File: config.mk
export PLATFORM = sky130hd
export DESIGN_NAME = adcq_seq
export DESIGN_NICKNAME = d
export VERILOG_FILES = /design/src/rtl/adcq_pkg.sv /design/src/rtl/adcq_sync.sv /design/src/rtl/adcq_conv_stub.sv /design/src/rtl/adcq_ctrl.sv /design/src/rtl/adcq_seq.sv
export SDC_FILE = /design/constraint.sdc
export NUM_CORES = 1
export LEC_CHECK = 0
export BUFFER_PORTS_ARGS = -buffer_cell sky130_fd_sc_hd__buf_2
export CAP_MARGIN = 20
export CORE_ASPECT_RATIO = 0.8
export CORE_MARGIN = 1
export CORE_UTILIZATION = 50
export DETAILED_ROUTE_END_ITERATION = 8
export HOLD_SLACK_MARGIN = 0.1
export PLACE_DENSITY = 0.84
export SYNTH_ARGS = -nofsm -noshare
export SYNTH_HDL_FRONTEND = slang
export SYNTH_HIERARCHICAL = 1
export SYNTH_SLANG_ARGS = --single-unit
File: constraint.sdc
create_clock -name clk -period 2.9 [get_ports clk]
set_clock_uncertainty 0.05 [all_clocks]
set_input_delay 0.29 -clock clk [delete_from_list [all_inputs] [get_ports clk]]
set_output_delay 0.29 -clock clk [all_outputs]
set_load 0.05 [all_outputs]
File: src/rtl/adcq_pkg.sv
package adcq_pkg;
   typedef enum logic [2:0] {
      ST_IDLE,
      ST_WAIT,
      ST_LAUNCH,
      ST_CONV,
      ST_PAUSE
   } adcq_state_e;

   localparam logic [3:0] QS_OFF  = 4'd0;
   localparam logic [3:0] QS_RUN  = 4'd8;
   localparam logic [3:0] QS_HOLD = 4'd4;
endpackage

File: src/rtl/adcq_sync.sv
module adcq_sync #(
   parameter int STAGES = 2
) (
   input  logic clk,
   input  logic rst_n,
   input  logic d,
   output logic q
);
   logic [STAGES-1:0] chain_q;

   generate
      if (STAGES < 2) begin : g_bad_stages
         $error("adcq_sync: STAGES must be at least 2");
      end
   endgenerate

   always_ff @(posedge clk or negedge rst_n) begin
      if (!rst_n) chain_q <= '0;
      else        chain_q <= {chain_q[STAGES-2:0], d};
   end

   assign q = chain_q[STAGES-1];
endmodule

File: src/rtl/adcq_conv_stub.sv
module adcq_conv_stub #(
   parameter int CONV_CYC = 14,
   parameter int CHAN_W   = 6,
   parameter int RES_W    = 10
) (
   input  logic              clk,
   input  logic              rst_n,
   input  logic              start,
   input  logic [CHAN_W-1:0] chan,
   output logic              eoc,
   output logic [RES_W-1:0]  data
);
   localparam int CNT_W = $clog2(CONV_CYC + 1);

   logic              busy_q;
   logic [CNT_W-1:0]  cnt_q;
   logic [CHAN_W-1:0] chan_q;

   always_ff @(posedge clk or negedge rst_n) begin
      if (!rst_n) begin
         busy_q <= 1'b0;
         cnt_q  <= '0;
         chan_q <= '0;
      end else if (start) begin
         busy_q <= 1'b1;
         cnt_q  <= CNT_W'(CONV_CYC - 1);
         chan_q <= chan;
      end else if (busy_q && cnt_q == '0) begin
         busy_q <= 1'b0;
      end else if (busy_q) begin
         cnt_q <= cnt_q - CNT_W'(1);
      end
   end

   assign eoc  = busy_q && (cnt_q == '0);
   assign data = RES_W'(32'(chan_q) * 32'd37 + 32'd11);

   // independent cycle counter for the conversion window
   logic [CNT_W-1:0] win_q;
   always_ff @(posedge clk or negedge rst_n) begin
      if (!rst_n)      win_q <= '0;
      else if (start)  win_q <= '0;
      else if (busy_q) win_q <= win_q + CNT_W'(1);
   end

   assert_conv_len_R3: assert property (@(posedge clk) disable iff (!rst_n)
      eoc |-> (win_q == CNT_W'(CONV_CYC - 1)));
   assert_no_overlap_R3: assert property (@(posedge clk) disable iff (!rst_n)
      start |-> (!busy_q || eoc));
endmodule

File: src/rtl/adcq_ctrl.sv
module adcq_ctrl
   import adcq_pkg::*;
#(
   parameter int DEPTH  = 64,
   parameter int CHAN_W = 6,
   parameter int RES_W  = 10,
   localparam int IDX_W = $clog2(DEPTH),
   localparam int CCW_W = CHAN_W + 2
) (
   input  logic              clk,
   input  logic              rst_n,
   input  logic              mode_gated,
   input  logic              trig_edge,
   input  logic              gate_lvl,
   input  logic              arm,
   input  logic              cf_clr,
   input  logic [CCW_W-1:0]  ccw_word,
   input  logic              eoc,
   input  logic [RES_W-1:0]  conv_data,
   output logic              start,
   output logic [CHAN_W-1:0] start_chan,
   output logic [IDX_W-1:0]  cwp,
   output logic [IDX_W-1:0]  cwpq,
   output logic [3:0]        qs,
   output logic              cf,
   output logic              sse,
   output logic              res_we,
   output logic [IDX_W-1:0]  res_addr,
   output logic [RES_W-1:0]  res_data
);
   localparam int PAUSE_BIT = CHAN_W + 1;
   localparam int EOQ_BIT   = CHAN_W;

   adcq_state_e      state_q;
   logic [IDX_W-1:0] cwp_q, cwpq_q, raddr_q;
   logic [RES_W-1:0] rdata_q;
   logic             rwe_q, sse_q, cf_q;
   logic             cur_pause_q, cur_eoq_q;
   logic             scan_last, cf_set, go;

   assign scan_last  = cur_eoq_q || (cwp_q == IDX_W'(DEPTH - 1));
   assign cf_set     = (state_q == ST_CONV) && eoc && scan_last;
   assign go         = mode_gated ? gate_lvl : trig_edge;
   assign start      = (state_q == ST_LAUNCH);
   assign start_chan = ccw_word[CHAN_W-1:0];

   always_ff @(posedge clk or negedge rst_n) begin
      if (!rst_n) begin
         state_q     <= ST_IDLE;
         cwp_q       <= '0;
         cwpq_q      <= '0;
         raddr_q     <= '0;
         rdata_q     <= '0;
         rwe_q       <= 1'b0;
         sse_q       <= 1'b0;
         cur_pause_q <= 1'b0;
         cur_eoq_q   <= 1'b0;
      end else begin
         rwe_q <= 1'b0;
         unique case (state_q)
            ST_IDLE: begin
               if (arm) begin
                  sse_q   <= 1'b1;
                  cwp_q   <= '0;
                  state_q <= ST_WAIT;
               end
            end
            ST_WAIT: begin
               if (go) state_q <= ST_LAUNCH;
            end
            ST_LAUNCH: begin
               cur_pause_q <= ccw_word[PAUSE_BIT];
               cur_eoq_q   <= ccw_word[EOQ_BIT];
               state_q     <= ST_CONV;
            end
            ST_CONV: begin
               if (eoc) begin
                  rwe_q   <= 1'b1;
                  raddr_q <= cwp_q;
                  rdata_q <= conv_data;
                  cwpq_q  <= cwp_q;
                  if (scan_last) begin
                     sse_q   <= 1'b0;
                     state_q <= ST_IDLE;
                  end else if (mode_gated) begin
                     if (gate_lvl) begin
                        cwp_q   <= cwp_q + IDX_W'(1);
                        state_q <= ST_LAUNCH;
                     end else begin
                        cwp_q   <= '0;
                        state_q <= ST_WAIT;
                     end
                  end else if (cur_pause_q) begin
                     state_q <= ST_PAUSE;
                  end else begin
                     cwp_q   <= cwp_q + IDX_W'(1);
                     state_q <= ST_LAUNCH;
                  end
               end
            end
            ST_PAUSE: begin
               if (trig_edge) begin
                  cwp_q   <= cwp_q + IDX_W'(1);
                  state_q <= ST_LAUNCH;
               end
            end
            default: state_q <= ST_IDLE;
         endcase
      end
   end

   always_ff @(posedge clk or negedge rst_n) begin
      if (!rst_n)      cf_q <= 1'b0;
      else if (cf_set) cf_q <= 1'b1;
      else if (cf_clr) cf_q <= 1'b0;
   end

   assign qs       = !sse_q ? QS_OFF : (state_q == ST_PAUSE) ? QS_HOLD : QS_RUN;
   assign cwp      = cwp_q;
   assign cwpq     = cwpq_q;
   assign cf       = cf_q;
   assign sse      = sse_q;
   assign res_we   = rwe_q;
   assign res_addr = raddr_q;
   assign res_data = rdata_q;

   assert_qs_code_R2: assert property (@(posedge clk) disable iff (!rst_n)
      (qs == QS_OFF) || (qs == QS_RUN) || (qs == QS_HOLD));
   assert_qs_off_R2: assert property (@(posedge clk) disable iff (!rst_n)
      !sse |-> (qs == QS_OFF));
   assert_write_gap_R3: assert property (@(posedge clk) disable iff (!rst_n)
      res_we |=> !res_we);
   assert_pause_hold_R6: assert property (@(posedge clk) disable iff (!rst_n)
      ((qs == QS_HOLD) && !trig_edge) |=> $stable(cwp));
   assert_cwpq_on_write_R7: assert property (@(posedge clk) disable iff (!rst_n)
      !$stable(cwpq) |-> res_we);
   assert_done_pair_R8: assert property (@(posedge clk) disable iff (!rst_n)
      $rose(cf) |-> $fell(sse));
   assert_idle_quiet_R9: assert property (@(posedge clk) disable iff (!rst_n)
      !sse |=> !res_we);
endmodule

File: src/rtl/adcq_seq.sv
module adcq_seq #(
   parameter int DEPTH       = 64,
   parameter int CHAN_W      = 6,
   parameter int RES_W       = 10,
   parameter int CONV_CYC    = 14,
   parameter int SYNC_STAGES = 2,
   localparam int IDX_W = $clog2(DEPTH),
   localparam int CCW_W = CHAN_W + 2
) (
   input  logic             clk,
   input  logic             rst_n,
   input  logic             mode_gated,
   input  logic             trig_in,
   input  logic             gate_in,
   input  logic             arm,
   input  logic             cf_clr,
   input  logic [CCW_W-1:0] ccw_word,
   output logic [IDX_W-1:0] cwp,
   output logic [IDX_W-1:0] cwpq,
   output logic [3:0]       qs,
   output logic             cf,
   output logic             sse,
   output logic             res_we,
   output logic [IDX_W-1:0] res_addr,
   output logic [RES_W-1:0] res_data
);
   generate
      if (CONV_CYC < 14) begin : g_bad_conv
         $error("adcq_seq: CONV_CYC must be at least 14");
      end
      if (DEPTH < 2) begin : g_bad_depth
         $error("adcq_seq: DEPTH must be at least 2");
      end
      if (RES_W < 1 || RES_W > 32) begin : g_bad_res
         $error("adcq_seq: RES_W must be 1..32");
      end
      if (CHAN_W < 1) begin : g_bad_chan
         $error("adcq_seq: CHAN_W must be at least 1");
      end
   endgenerate

   logic trig_s, trig_d_q, gate_s, trig_edge;
   logic start, eoc;
   logic [CHAN_W-1:0] start_chan;
   logic [RES_W-1:0]  conv_data;

   adcq_sync #(.STAGES(SYNC_STAGES)) u_trig_sync (
      .clk(clk), .rst_n(rst_n), .d(trig_in), .q(trig_s));
   adcq_sync #(.STAGES(SYNC_STAGES)) u_gate_sync (
      .clk(clk), .rst_n(rst_n), .d(gate_in), .q(gate_s));

   always_ff @(posedge clk or negedge rst_n) begin
      if (!rst_n) trig_d_q <= 1'b0;
      else        trig_d_q <= trig_s;
   end
   assign trig_edge = trig_s && !trig_d_q;

   adcq_ctrl #(.DEPTH(DEPTH), .CHAN_W(CHAN_W), .RES_W(RES_W)) u_ctrl (
      .clk(clk), .rst_n(rst_n), .mode_gated(mode_gated),
      .trig_edge(trig_edge), .gate_lvl(gate_s), .arm(arm), .cf_clr(cf_clr),
      .ccw_word(ccw_word), .eoc(eoc), .conv_data(conv_data),
      .start(start), .start_chan(start_chan), .cwp(cwp), .cwpq(cwpq),
      .qs(qs), .cf(cf), .sse(sse), .res_we(res_we), .res_addr(res_addr),
      .res_data(res_data));

   adcq_conv_stub #(.CONV_CYC(CONV_CYC), .CHAN_W(CHAN_W), .RES_W(RES_W)) u_conv (
      .clk(clk), .rst_n(rst_n), .start(start), .chan(start_chan),
      .eoc(eoc), .data(conv_data));
endmodule

== Word-level counts from Yosys, hierarchy flattened ==
Index checks and enable logic that the tools add are counted.

* Register bits: 46
* Input port bits: 15
* Output and inout port bits: 35
* Logic and storage cells: 83

* Add/subtract/negate cells: 3
* $mul: 1
* Equal/unequal tests: 13
* Multiplexer cells: 33
* Reduce and logical (&&, ||, !) cells: 18

{| class="wikitable"
|+ Operator list
! cell !! count
|-
| 6-bit 2-to-1 mux || 7
|-
| 3-bit 2-to-1 mux || 7
|-
| 4-bit 2-to-1 mux || 5
|-
| 6-bit one-hot mux with 3 select lines || 1
|-
| 3-bit one-hot mux with 5 select lines || 1
|-
| 10-bit by 4-bit adder with 10-bit output (second input constant) || 1
|-
| 6-bit by 6-bit multiplier with 10-bit output (second input constant) || 1
|-
| 1-bit 2-to-1 mux || 10
|-
| 2-bit by 1-bit != test with 1-bit output (second input constant) || 4
|-
| 4-bit AND reduction || 2
|-
| 2-bit nonzero test || 4
|-
| 6-bit by 1-bit adder with 6-bit output (second input constant) || 1
|-
| 3-bit by 2-bit == test with 1-bit output (second input constant) || 2
|-
| 6-bit == test (second input constant) || 1
|-
| 2-bit != test (second input constant) || 3
|-
| 6-bit AND reduction || 1
|-
| 1-bit logical AND || 4
|-
| 4-bit zero test || 1
|-
| 2-bit AND reduction || 2
|-
| 4-bit by 1-bit subtractor with 4-bit output (second input constant) || 1
|-
| 3-bit by 1-bit == test with 1-bit output (second input constant) || 1
|-
| 3-bit == test (second input constant) || 1
|-
| 3-bit zero test || 1
|-
| 3-bit != test (second input constant) || 1
|-
| other kinds (5) || 5
|}

== Logic depth before layout (Yosys ltp) ==
Gate-level depths: netlist of the first run.

* Depth after elaboration: 6
* Depth in mapped cells: 10
* Depth with buffers taken out: 10

== By module ==
Netlist of the first run, hierarchy kept.

{| class="wikitable"
|+ Modules (own cells, without submodules)
! module !! instances !! cells an instance !! area an instance (sq um) !! sequential area each (sq um)
|-
| adcq_ctrl || 1 || 133 || 1546.5 || 750.7
|-
| adcq_conv_stub || 1 || 94 || 993.5 || 275.3
|-
| adcq_sync || 2 || 2 || 50.0 || 50.0
|-
| adcq_seq || 1 || 2 || 38.8 || 25.0
|}

== Least setup slack after synthesis of the first run ==
Ideal clock, no wire load.

* Path type: reg-to-reg
* From: register u_conv.chan_q[3]
* To: register u_ctrl.rdata_q[9] (netlist: u_ctrl/res_data[9])
* Library setup time: 0.125 ns
* Arrival: 2.679 ns
* Data required time: 2.725 ns
* Path slack: 0.047 ns
* Cell stages (with the launch flop): 11
* Buffers on the path: 0
* Clock period less this slack: 2.853 ns
* Cells stage by stage: dfrtp_1 -> ha_1 -> ha_1 -> fa_1 -> ha_1 -> ha_1 -> nor3_1 -> nor2_1 -> o22ai_1 -> xnor2_1 -> mux2_2

* Word-level cells in the longest chain between the ends: 2

{| class="wikitable"
|+ Ends and longest elaborated chain
! what !! line !! RTL
|-
| start: declaration || adcq_conv_stub.sv:17 || <nowiki>logic [CHAN_W-1:0] chan_q;</nowiki>
|-
| start signal: assignment || adcq_conv_stub.sv:27 || <nowiki>chan_q <= chan;</nowiki>
|-
| 6-bit by 6-bit multiplier with 10-bit output || adcq_conv_stub.sv:36 || <nowiki>assign data = RES_W'(32'(chan_q) * 32'd37 + 32'd11);</nowiki>
|-
| 10-bit by 4-bit adder with 10-bit output || adcq_conv_stub.sv:36 ||
|-
| via conv_data[9] || adcq_seq.sv:45 || <nowiki>logic [RES_W-1:0] conv_data;</nowiki>
|-
| end signal: assignment || adcq_ctrl.sv:80 || <nowiki>rdata_q <= conv_data;</nowiki>
|-
| end: declaration || adcq_ctrl.sv:36 || <nowiki>logic [RES_W-1:0] rdata_q;</nowiki>
|}

The timed path passes the listed nets, and every way through them passes these cells.
A chain may end at the register's enable or synchronous reset.

== Worst setup path after layout of the first run ==
Same ends and word-level chain as after synthesis.

==> results.ini, run 1 <==
[logic_synthesis]
synth-edff-count=0
ys_ff_latch=46
synth_cells=233
synth_top_area_share_pct=42.97
ys_types=47
synth_area_leaders=dfrtp_1, ha_1, mux2_2, buf_4, xnor2_1
synth_top_cell_by_area=dfrtp_1
avgSynthCellArea_um2=11.50
ys_warn_count=6
synth_flop_cell=dfrtp_1
netlist_area_mm2=0.002679
synthArstFlopShare_pct=100.0
synth-seq-area-share_pct=42.97

[sta]
holdWs_ps=128.2
setup_viol=0
rsz0062_at_grt=false
fmax_mhz=358.5
drv_slew=0
setup-tns-final_ps=0
hold_viol=0
fin_crit_sh_pct=96.19
period_minus_slack_ps=2789

[clock_tree]
clk_pin_slew_ps=80
cts-root-buf=clkbuf_8
cts_buffer_depth=2
numCtsBuffers=5
clk_latency_ps=300
cts_sinks=46
cts_max_level=2
cts_tree=yes

[cells_and_area]
fin_nets=324
syn_to_final_growth_pct=18.92
multi_input_area_mm2=0.001483
fillers=394
final_common_cell=buf_2
postLayoutCoreUtil_pct=62.54
drive_gt1_share_pct=39.15
seqCellArea_mm2=0.001151
num_antenna_cells=0
most-common-layout-cells=buf_2, dfrtp_1, mux2_2
finish.instance_area_mm2=0.003186

[status]
status=complete, but fails checks
violations=design-rule violations

[critical_path]
crit_fanout=2
critPathArrivalTime_ps=2930
crit_required_ps=3040
endpoint_kind=flop
path_class=flop to flop
start_kind=flop

[pwr]
powerDensity_mw_per_mm2=358.4
vdd.ir_drop.worst_uv=226.3
power_mw=1.142
p_leak_nw=1.657

[drt]
first_iter_violations=160
vias=1883
finalWirelength_um=5482
drt_first_pass_iters=6
post_drt_wl_per_cell_um=15.98
drc=6
avgViaCountPerCell=5.490
ant_nets=0

[global_route]
grt-ovfl-total=0
grt_use_total_pct=20.38
grt_max_degree=47
antenna_found_initial=0
grt_pass1_wl_um=8700
grt_pass1_vias=1787

[job]
maxCapViolCount=0

[min_path]
min_path_type=input pin to flop

[floorplan]
start_util_pct=52.59
die_x_um=83.84
core_mm2=0.005094
top_level_ports=50
row_count=23
chipHeight_um=67.47
fp.dieArea_mm2=0.005656

[placement]
gp_congestion=0.8623
io_buffer_count=47
hpwlAfterDp_um=3791
place_area_mm2=0.002905

-- stage by stage --
stage | std cells | worst slack [ps]
2_1_floorplan | 234 | 46.76
4_1_cts | 341 | 8.084
6_report | 343 | 110.5
5_1_grt | 343 | 9.623
3_5_place_dp | 330 | -87.05
3_3_place_gp | 330 | 71.45
-- metal layers --
layer | vias up | part of all wire [%] | global-route usage [%]
met1 | 905 | 47 | 27.43
met5 | - | 0 | 0
met2 | 56 | 46 | 32.07
met4 | 0 | 2.3 | 8.405
li1 | 910 | - | -
met3 | 12 | 4.0 | 4.890
-- synthesized netlist by cell type, types with 6 or more instances --
cell,number
nor2b_1,6
nand2b_1,7
ha_1,27
dfrtp_1,46
nor2_1,11
xnor2_1,7
buf_4,14
inv_1,7
o21ai_0,8
mux2_2,22
nand2_1,11
-- logic make-up after synthesis --
group / synth area share, %
fa+ha+maj: 14.11
compound gates: 11.82
other cells: 0.1400
xor+xnor: 3.596
buf+inv: 6.025
simple gates: 12.10
flops: 42.97
mux: 9.248
-- power breakdown --
| part | internal [mW] | switching, mW | leakage, nW |
|---|---|---|---|
| sequential | 0.644 | 0.00149 | 0.610 |
| clock | 0.241 | 0.213 | 0.0575 |
| combinational | 0.0158 | 0.0260 | 0.989 |
-- sequential cells by signal, summed over array words and instances, names as in the netlist --
register,flops
trig_d_q,1
u_conv/busy_q,1
u_conv/chan_q,6
u_conv/cnt_q,4
u_ctrl/cf,1
u_ctrl/cur_eoq_q,1
u_ctrl/cur_pause_q,1
u_ctrl/cwp,6
u_ctrl/res_addr,6
u_ctrl/res_data,10
u_ctrl/res_we,1
u_ctrl/sse,1
u_ctrl/state_q,3
u_gate_sync/chain_q,2
u_trig_sync/chain_q,2
-- timing repair --
action	in CTS	in global routing
endpoints found under the setup margin	3	3
buffers inserted	1	0
resized for setup	6	9
gates cloned	0	0
hold buffers	2	1
hold endpoints to repair	2	8
pin swaps	2	1
-- path summary, 6_finish.rpt --
kind / startpoint / end / slack (ps) / depth (start not counted)
min in group asynchronous: rst_n / u_ctrl/res_data[8] / 340 / 2
worst min register to register: u_trig_sync/chain_q[0] / u_trig_sync/chain_q[1] / 300 / 0
worst min-delay path: cf_clr / u_ctrl/cf / 130 / 2
max in group asynchronous: rst_n / u_ctrl/cwp[4] / 1990 / 3
worst max-delay path: u_conv/chan_q[3] / u_ctrl/res_data[9] / 110 / 10
worst max register to register: u_conv/chan_q[3] / u_ctrl/res_data[9] / 110 / 10
-- area by class of cell --
type / instances / area share, %
repair buffers: 58 / 10.60
inverters: 7 / 0.8248
clock buffers: 8 / 3.456
flip-flops and latches: 46 / 36.13
multi-input cells: 162 / 46.54
well taps: 62 / 2.435
-- worst max-delay path, cell delays in order, from the launching register on --
cell and delay [ps]:
dfrtp_1 390, ha_1 300, ha_1 190, fa_1 540
ha_4 220, ha_4 240, nor3_2 150, nor2_1 80
o22ai_2 190, xnor2_1 90, mux2_2 250
Power figures use the tool's default switching activity.
==> inputs of run 2 (changes only) <==
Settings changed: CELL_PAD_IN_SITES_DETAIL_PLACEMENT set to 0, CELL_PAD_IN_SITES_GLOBAL_PLACEMENT set to 1, CORE_UTILIZATION 50 to 44, PLACE_DENSITY 0.84 to 0.88.
Clock period 2.9 ns to 2.7 ns, I/O delays scaled along.
==> results.ini, run 2 (synthesized netlist as in run 1, its figures left out) <==
[drt]
finalWirelength_um=5088  ; was 5482 um
vias=1878  ; was 1883
ant_nets=0  ; unchanged
drc=0  ; was 6
post_drt_wl_per_cell_um=13.90  ; was 15.98 um
drt_first_pass_iters=4  ; was 6
first_iter_violations=105  ; was 160
avgViaCountPerCell=5.131  ; was 5.490

[floorplan]
core_mm2=0.005881  ; was 0.005094 mm^2
row_count=25  ; was 23
top_level_ports=50  ; unchanged
die_x_um=89.24  ; was 83.84 um
chipHeight_um=71.79  ; was 67.47 um
start_util_pct=45.55  ; was 52.59%
fp.dieArea_mm2=0.006406  ; was 0.005656 mm^2

[clock_tree]
numCtsBuffers=5  ; unchanged
cts_tree=yes  ; unchanged
cts-root-buf=clkbuf_8  ; unchanged
clk_latency_ps=300  ; about the same
cts_sinks=46  ; unchanged
clk_pin_slew_ps=90  ; was 80 ps
cts_buffer_depth=2  ; unchanged
cts_max_level=2  ; unchanged

[cells_and_area]
fillers=536  ; was 394
seqCellArea_mm2=0.001154  ; was 0.001151 mm^2
num_antenna_cells=0  ; unchanged
syn_to_final_growth_pct=23.63  ; was 18.92%
largest_register_ffs=10  ; unchanged
most-common-layout-cells=buf_2, dfrtp_1, mux2_2  ; unchanged
fin_nets=328  ; was 324
finish.instance_area_mm2=0.003312  ; was 0.003186 mm^2
multi_input_area_mm2=0.001548  ; was 0.001483 mm^2
drive_gt1_share_pct=41.40  ; was 39.15%
final_common_cell=buf_2  ; unchanged

[job]
maxCapViolCount=0  ; unchanged

[critical_path]
path_delay_family=adder cells  ; unchanged
ff2ff_path_depth=10  ; unchanged
cp_common_cell=ha_4
max_stage_delay_ps=530  ; was 540 ps
path_class=flop to flop  ; unchanged
crit_required_ps=2840  ; was 3040 ps
critPathArrivalTime_ps=2810  ; was 2930 ps
start_kind=flop  ; unchanged
rrSetupSlack_ps=30  ; was 110 ps
endpoint_kind=flop  ; unchanged
critical_path_depth=10  ; unchanged
cp_cell_sequence=ha_4 > ha_4 > fa_1 > ha_4 > ha_4 > nor3_2 > nor2_1 > o22ai_1 > xnor2_1 > mux2_2  ; was ha_1 > ha_1 > fa_1 > ha_4 > ha_4 > nor3_2 > nor2_1 > o22ai_2 > xnor2_1 > mux2_2
crit_fanout=4  ; was 2
crit_buf_inv=0  ; unchanged
slowest_stage=fa_1  ; unchanged

[sta]
period_minus_slack_ps=2675  ; was 2789 ps
rsz0062_at_grt=true  ; was false
setup_viol=0  ; unchanged
holdWs_ps=137.0  ; was 128.2 ps
fin_ws_ps=25.48  ; was 110.5 ps
fmax_mhz=373.9  ; was 358.5 MHz
hold_viol=0  ; unchanged
fin_crit_sh_pct=99.06  ; was 96.19%
drv_slew=0  ; unchanged
slew_headroom_pct=66.36
worst_pin_slew_ps=502.7

[status]
status=complete, no violations  ; was complete, but fails checks

[global_route]
grt_pass1_wl_um=8259  ; was 8700 um
grt-ovfl-total=0  ; unchanged
antenna_found_initial=0  ; unchanged
grt_max_degree=47  ; unchanged
grt_use_total_pct=17.14  ; was 20.38%
grt_pass1_vias=1729  ; was 1787

[min_path]
min_path_type=input pin to flop  ; unchanged
hold_depth=3  ; was 2

[pwr]
vdd.ir_drop.worst_uv=204.8  ; was 226.3 uV
p_leak_nw=1.665  ; was 1.657 nW
powerDensity_mw_per_mm2=379.4  ; was 358.4 mW/mm^2

[placement]
dp_slack_ps=-81.40  ; was -87.05 ps
hpwlAfterDp_um=3675  ; was 3791 um
io_buffer_count=47  ; unchanged
gp_congestion=0.8315  ; was 0.8623
place_area_mm2=0.003014  ; was 0.002905 mm^2

-- run 2: power breakdown --
part,internal [mW],switching (mW)
Sequential,0.692,0.00157
Combinational,0.0179,0.0283
Clock,0.278,0.239
Total,0.987,0.269
-- run 2: repair_timing --
| action | 4_1_cts | 5_1_grt |
|---|---|---|
| hold buffers | 2 | 2 |
| endpoints found under the setup margin | 3 | 3 |
| pin swaps | 9 | 3 |
| endpoints found under the hold margin | 2 | 14 |
| resized for setup | 9 | 4 |
| buffers inserted | 0 | 1 |
-- run 2: cell type report --
type,count,area share [%]
Sequential cell,46,34.83
Tap cell,81,3.060
Clock inverter,3,1.322
Inverter,7,0.7934
Multi-Input combinational cell,162,46.73
Timing Repair Buffer,62,11.18
Clock buffer,5,2.078
-- run 2: per-stage QoR --
stage	total power, mW	TNS, ps	std cells	util (%)
finish	1.257	0	366	56.32
floorplan	0.7287	0	234	-
detailed placement	0.7473	-217.7	352	51.26
global route	1.316	-74.71	366	56.32
CTS	1.273	0	362	55.04
global placement	0.7464	-17.87	352	51.26
-- run 2: path summary, 6_finish.rpt --
path,from,endpoint
worst max-delay path,u_conv/chan_q[3],u_ctrl/res_data[9]
worst min-delay path,ccw_word[0],u_conv/chan_q[0]
worst max register to register,u_conv/chan_q[3],u_ctrl/res_data[9]
worst min register to register,u_gate_sync/chain_q[0],u_gate_sync/chain_q[1]
max in group asynchronous,rst_n,u_conv/chan_q[2]
min in group asynchronous,rst_n,u_ctrl/res_we
-- run 2: per-layer routing --
metal  track usage, %  vias up  wire length (um)
li1                 -      914                 -
met1            24.59      921              2446
met2            25.45       41              2402
met3            5.760        2               220
met4            3.175        0                19
met5                0        -                 0
-- run 2: tightest hold or removal path: cells and delay by family --
kind	cells	cell delay, ps
compound gates	1	60
simple gates	1	40
buf+inv	1	80
